==> config.mk <==
export PLATFORM = sky130hd
export DESIGN_NAME = pwm_divgen
export DESIGN_NICKNAME = d
export VERILOG_FILES = /design/src/rtl/pwm_divgen_pkg.sv /design/src/rtl/pwm_cfg_shadow.sv /design/src/rtl/pwm_period_ctr.sv /design/src/rtl/pwm_divgen.sv
export SDC_FILE = /design/constraint.sdc
export NUM_CORES = 1
export LEC_CHECK = 0
export BUFFER_PORTS_ARGS = -buffer_cell sky130_fd_sc_hd__buf_2
export CAP_MARGIN = 20
export CORE_MARGIN = 2
export CORE_UTILIZATION = 51
export DETAILED_ROUTE_END_ITERATION = 16
export GPL_ROUTABILITY_DRIVEN = 1
export PLACE_DENSITY_LB_ADDON = 0.3
export SYNTH_ARGS = -nofsm -noshare
export SYNTH_HDL_FRONTEND = slang
export SYNTH_SLANG_ARGS = --single-unit
==> constraint.sdc <==
create_clock -name clk -period 2 [get_ports clk]
set_input_delay 0.4 -clock clk [delete_from_list [all_inputs] [get_ports clk]]
set_output_delay 0.4 -clock clk [all_outputs]
set_load 0.01 [all_outputs]
==> src/rtl/pwm_divgen_pkg.sv <==
package pwm_divgen_pkg;

    localparam int CTRL_W  = 8;
    localparam int CD_BIT  = 0;
    localparam int PD_BIT  = 2;
    localparam int KIND_W  = 2;

    typedef enum logic [KIND_W-1:0] {
        LD_NONE   = 2'd0,
        LD_HIGH   = 2'd1,
        LD_PER_HI = 2'd2,
        LD_ALL    = 2'd3
    } load_kind_e;

    typedef enum logic [1:0] {
        ST_UNCONF = 2'd0,
        ST_RUN    = 2'd1,
        ST_FAULT  = 2'd2,
        ST_PDOWN  = 2'd3
    } pwm_state_e;

endpackage

==> src/rtl/pwm_cfg_shadow.sv <==
module pwm_cfg_shadow
    import pwm_divgen_pkg::*;
#(
    parameter int DW = 8
) (
    input  logic                 clk,
    input  logic                 rst_n,
    input  logic                 load_i,
    input  logic [KIND_W-1:0]    kind_i,
    input  logic [CTRL_W-1:0]    ctrl_i,
    input  logic [DW-1:0]        period_i,
    input  logic [DW-1:0]        high_i,
    output logic                 full_o,
    output logic                 any_o,
    output logic                 nxt_cd_o,
    output logic                 nxt_pd_o,
    output logic [DW-1:0]        nxt_period_o,
    output logic [DW-1:0]        nxt_high_o
);

    logic          sh_cd_q, sh_pd_q;
    logic [DW-1:0] sh_period_q, sh_high_q;
    load_kind_e    kind;
    logic          unused_ctrl_bits;

    assign kind             = load_kind_e'(kind_i);
    assign unused_ctrl_bits = ^{ctrl_i[CTRL_W-1:PD_BIT+1], ctrl_i[1]};
    assign full_o           = load_i && (kind == LD_ALL);
    assign any_o            = load_i && (kind != LD_NONE);

    // Values visible to the counter: a load in this cycle is seen at once.
    always_comb begin
        nxt_cd_o     = sh_cd_q;
        nxt_pd_o     = sh_pd_q;
        nxt_period_o = sh_period_q;
        nxt_high_o   = sh_high_q;
        if (load_i) begin
            unique case (kind)
                LD_HIGH: begin
                    nxt_high_o = high_i;
                end
                LD_PER_HI: begin
                    nxt_period_o = period_i;
                    nxt_high_o   = high_i;
                end
                LD_ALL: begin
                    nxt_cd_o     = ctrl_i[CD_BIT];
                    nxt_pd_o     = ctrl_i[PD_BIT];
                    nxt_period_o = period_i;
                    nxt_high_o   = high_i;
                end
                default: begin
                end
            endcase
        end
    end

    always_ff @(posedge clk or negedge rst_n) begin
        if (!rst_n) begin
            sh_cd_q     <= 1'b0;
            sh_pd_q     <= 1'b0;
            sh_period_q <= '0;
            sh_high_q   <= '0;
        end else begin
            sh_cd_q     <= nxt_cd_o;
            sh_pd_q     <= nxt_pd_o;
            sh_period_q <= nxt_period_o;
            sh_high_q   <= nxt_high_o;
        end
    end

endmodule

==> src/rtl/pwm_period_ctr.sv <==
module pwm_period_ctr #(
    parameter int DW = 8
) (
    input  logic          clk,
    input  logic          rst_n,
    input  logic          restart_i,
    input  logic          run_i,
    input  logic          nxt_cd_i,
    input  logic [DW-1:0] nxt_period_i,
    input  logic [DW-1:0] nxt_high_i,
    output logic          boundary_o,
    output logic          high_phase_o,
    output logic [DW-1:0] cnt_o,
    output logic [DW-1:0] act_period_o,
    output logic [DW-1:0] act_high_o
);

    logic          act_cd_q;
    logic          phase_q;
    logic          tick;
    logic [DW-1:0] cnt_q, act_period_q, act_high_q;

    // Divide-by-two: advance only on every second cycle.
    assign tick         = !act_cd_q || phase_q;
    assign boundary_o   = run_i && tick && (cnt_q == act_period_q);
    assign high_phase_o = (cnt_q <= act_high_q);
    assign cnt_o        = cnt_q;
    assign act_period_o = act_period_q;
    assign act_high_o   = act_high_q;

    always_ff @(posedge clk or negedge rst_n) begin
        if (!rst_n) begin
            cnt_q        <= '0;
            phase_q      <= 1'b0;
            act_cd_q     <= 1'b0;
            act_period_q <= '0;
            act_high_q   <= '0;
        end else if (restart_i || boundary_o) begin
            cnt_q        <= '0;
            phase_q      <= 1'b0;
            act_cd_q     <= nxt_cd_i;
            act_period_q <= nxt_period_i;
            act_high_q   <= nxt_high_i;
        end else if (run_i) begin
            phase_q <= !phase_q;
            if (tick) begin
                cnt_q <= cnt_q + 1'b1;
            end
        end
    end

endmodule

==> src/rtl/pwm_divgen.sv <==
module pwm_divgen
    import pwm_divgen_pkg::*;
#(
    parameter int DW = 8
) (
    input  logic              clk,
    input  logic              rst_n,
    input  logic              cfg_load,
    input  logic [KIND_W-1:0] cfg_kind,
    input  logic [CTRL_W-1:0] cfg_ctrl,
    input  logic [DW-1:0]     cfg_period,
    input  logic [DW-1:0]     cfg_high,
    input  logic              fault,
    output logic              pwm_out
);

    pwm_state_e    state_q, state_d;
    logic          restart;
    logic          full_load, any_load;
    logic          nxt_cd, nxt_pd;
    logic [DW-1:0] nxt_period, nxt_high;
    logic          boundary, high_phase;
    logic [DW-1:0] cnt, act_period, act_high;

    pwm_cfg_shadow #(.DW(DW)) u_shadow (
        .clk          (clk),
        .rst_n        (rst_n),
        .load_i       (cfg_load),
        .kind_i       (cfg_kind),
        .ctrl_i       (cfg_ctrl),
        .period_i     (cfg_period),
        .high_i       (cfg_high),
        .full_o       (full_load),
        .any_o        (any_load),
        .nxt_cd_o     (nxt_cd),
        .nxt_pd_o     (nxt_pd),
        .nxt_period_o (nxt_period),
        .nxt_high_o   (nxt_high)
    );

    pwm_period_ctr #(.DW(DW)) u_ctr (
        .clk          (clk),
        .rst_n        (rst_n),
        .restart_i    (restart),
        .run_i        (state_q == ST_RUN),
        .nxt_cd_i     (nxt_cd),
        .nxt_period_i (nxt_period),
        .nxt_high_i   (nxt_high),
        .boundary_o   (boundary),
        .high_phase_o (high_phase),
        .cnt_o        (cnt),
        .act_period_o (act_period),
        .act_high_o   (act_high)
    );

    // State register
    always_ff @(posedge clk or negedge rst_n) begin
        if (!rst_n) begin
            state_q <= ST_UNCONF;
        end else begin
            state_q <= state_d;
        end
    end

    // Next state and restart request
    always_comb begin
        state_d = state_q;
        restart = 1'b0;
        unique case (state_q)
            ST_UNCONF: begin
                if (full_load) begin
                    if (nxt_pd) begin
                        state_d = ST_PDOWN;
                    end else if (fault) begin
                        state_d = ST_FAULT;
                    end else begin
                        state_d = ST_RUN;
                        restart = 1'b1;
                    end
                end
            end
            ST_RUN: begin
                if (fault) begin
                    state_d = ST_FAULT;
                end else if (full_load && nxt_pd) begin
                    state_d = ST_PDOWN;
                end
            end
            ST_FAULT: begin
                if (!fault && any_load) begin
                    if (full_load && nxt_pd) begin
                        state_d = ST_PDOWN;
                    end else begin
                        state_d = ST_RUN;
                        restart = 1'b1;
                    end
                end
            end
            ST_PDOWN: begin
                if (full_load && !nxt_pd) begin
                    if (fault) begin
                        state_d = ST_FAULT;
                    end else begin
                        state_d = ST_RUN;
                        restart = 1'b1;
                    end
                end
            end
            default: begin
                state_d = ST_UNCONF;
            end
        endcase
    end

    // Output: fault overrides within the same cycle
    always_comb begin
        pwm_out = (state_q == ST_RUN) && high_phase && !fault;
    end

endmodule

==> key figures <==
Place
  – Post-DP HPWL: 2950 um
  – Port-buffer cells: 24
  – Placed instance area: 2550 sq um
  – Final GP Congestion: 0.813

Clock tree
  – CTS Buf Count: 5
  – CTS tree: done
  – Root buffer cell: clkbuf_8
  – Clk sinks: 46
  – Clock-pin slew on the worst setup and hold paths: ~80 ps
  – H-tree Lvls: 2
  – Worst-Skew Late Latency: ~300 ps
  – CTS Buffer Depth: 2

STA
  – Worst Max-Slew Pin Slew: 572 ps
  – Final number of setup-violating endpoints: 20
  – Final Skew: 6.75 ps
  – F_max: 451 MHz
  – RSZ-0062 raised after global routing: yes
  – Final worst-path cycle share: 111%
  – Setup TNS: -2090 ps
  – Max Slew Vio Count: 0
  – Final worst slack: -215 ps
  – Slew margin rel.: 61.3%
  – Tmin final: 2220 ps
  – Final hold vios: 0

Floorplanning
  – Core area: ~4400 sq um
  – Die Span Y: just over 70 um
  – IO Pins: 31
  – Die width: 71.3 um
  – Area of the die: 5080 sq um
  – Starting Density: about 53%
  – Rows: 24

Synth
  – Net Count, Synth: 220
  – Synth warn: 0
  – Syn avg cell area: about 13 sq um
  – Synthesized area: 2310 sq um
  – Yosys cell types: 34
  – Flops & latches, synth: 46
  – Register area share after synthesis: 49.8%
  – Cells after Synth: 181

Setup path
  – Delay-heaviest family, CP: flip-flops
  – Kind of start point of the critical path: flip-flop
  – CP required: 1600 ps
  – Reg-to-reg endpoint: u_ctr.act_period_o[5]$_DFFE_PN0N_
  – Critical Path, Cell by Cell: ha_1 > nor2b_1 > o21a_1 > o21ai_1 > a21oi_1 > nor3_1 > buf_2
  – Slowest stage delay, CP: about 400 ps
  – Critical path startpoint: u_ctr.cnt_o[1]$_DFFE_PN0P_
  – Crit path buf inv count: 1
  – Top fanout value on the critical path: 2
  – Reg2reg start: u_ctr.cnt_o[7]$_DFFE_PN0P_
  – Crit-path slowest cell: dfrtp_1
  – Register-to-register setup slack: -130 ps
  – Critical path capture point type: primary output
  – Crit path kind: reg -> out
  – R2R cell count: 8
  – Arrival time worst endpoint: 1820 ps

Detailed routing
  – Post-Route WL: 4490 um
  – Routed length per instance: approximately 16 um
  – Final ANT Viol Nets: 0
  – Vias: roughly 1600
  – Residual DRC count: 0
  – DR vias/cell: 5.48
  – DRT Pass-1 Iters: 4
  – Initial drt markers: 59

Flow run
  – Max-Cap Viols: 0

Run status
  – Outcome: complete, but fails checks
  – Violated checks: negative setup slack

Cells and area
  – # diodes: 0
  – Finished Cell Area: around 2900 sq um
  – Fin nets: 270
  – Most frequent cells in the layout: dfrtp_1, buf_2, mux2_2, mux2_4
  – FILL cells: 325
  – Share of layout cells above drive strength 1: 41.1%
  – Most common cell after layout, fill and taps aside: dfrtp_1
  – Area Growth Syn to Fin: 23.7%

Global route
  – Initial antenna violation count: 0
  – Vias in the first global route: between 1500 and 2000
  – Gr ovfl total: 0
  – First-pass GRT wire length: 7400 um
  – Total GRT Usage: a little under a fifth
  – Largest net degree at the start of global routing: 47

Pwr
  – Peak VDD IR: 0.721 mV
  – Pwr dens: 1190 nW/um^2
  – Leakage: 1.36 nW

Hold path
  – Min-Delay Path Class: in -> async
through the flow:
step                cells  power, mW  hold WS (ps)  utilization [%]  setup slack [ps]
CTS                   275       3.32           199             62.6              -210
floorplan             181       2.27           104                -              24.4
finish                283       3.39           174             65.6              -215
global route          283       3.61           235             65.6              -275
global placement      265       2.49           477             58.6              56.3
detailed placement    265       2.56           483             58.6              18.9
power by group:
part / switching [mW] / total (mW) / internal (mW) / leakage, nW
logic: 0.521 / 1.26 / 0.737 / 0.740
clock network: 0.292 / 0.692 / 0.400 / 0.0573
registers: 0.221 / 1.44 / 1.22 / 0.559
Yosys cell counts (all sizes together):
master  instances  share of area [%]
dfrtp          46                 50
mux2           35                 19
xor2           12                4.6
nor2           11                1.9
inv            10                1.6
nand2          10                1.6
ha              9                4.9
o21ai           7                1.5
a21oi           6                1.3
nand4           5                1.4
xnor2           4                1.5
buf             3                1.7
nor2b           3               0.81
nor4bb          3                1.3
nand2b          2               0.87
nand3           2               0.43
o21a            2               0.65
o311ai          2                1.5
a211oi          1               0.33
a21o            1               0.33
and3            1               0.27
mux2i           1               0.43
nor3            1               0.22
nor4            1               0.54
o2111a          1               0.49
o22ai           1               0.27
o31ai           1               0.92
worst max-delay path by stage:
stage	to	slack [ps]	depth (start not counted)
after floorplan	u_ctr.act_cd_q$_DFFE_PN0N_	20	6
after global placement	pwm_out	60	7
after detailed placement	pwm_out	20	7
after CTS	pwm_out	-210	7
after global routing	pwm_out	-270	7
final	pwm_out	-220	7
registers in the layout (all words and copies together) (netlist names):
register,flops
u_ctr.act_period_o,8
u_shadow.sh_high_q,8
u_shadow.sh_cd_q,1
u_shadow.sh_pd_q,1
u_ctr.act_high_o,8
u_ctr.cnt_o,8
u_shadow.sh_period_q,8
state_q,2
u_ctr.act_cd_q,1
u_ctr.phase_q,1
layer usage:
metal / global-route usage, % / part of all wire [%] / vias up
met5: 0 / 0 / -
met4: 6.71 / 1.9 / 0
met1: 22.6 / 43 / 778
li1: - / - / 734
met2: 31.6 / 51 / 28
met3: 4.36 / 4.3 / 10
kinds of logic (layout without fill, tap and decap cells):
kind of cell	after synthesis	after routing	share of synthesized area, %
AOI/OAI and AO/OA	22	22	7.31
DFF	46	46	49.8
muxes	36	36	19.3
buffers and inverters	13	63	3.30
and+or+nand+nor	39	39	9.32
xor gates and xnor gates	16	16	6.07
adders and majority gates	9	9	4.88
area by class of cell:
| class | instances | area, sq um | area share (%) |
|---|---|---|---|
| sequential | 46 | 1150 | 40.3 |
| multi-input combinational | 122 | 1120 | 39.4 |
| timing repair buffer | 46 | 367 | 12.8 |
| clock buffer | 6 | 82.6 | 2.89 |
| tap | 52 | 65.1 | 2.28 |
| inverter | 10 | 37.5 | 1.31 |
| clock inverter | 1 | 30.0 | 1.05 |
timing repair:
item	4_1_cts	5_1_grt
setup endpoints to repair	6	18
resized for setup	12	7
buffers inserted	3	6
pin swaps	2	0
gates cloned	0	2
hold buffers	0	0
hold endpoints to repair	0	0
Note: power is estimated with default switching activity, not from simulation.
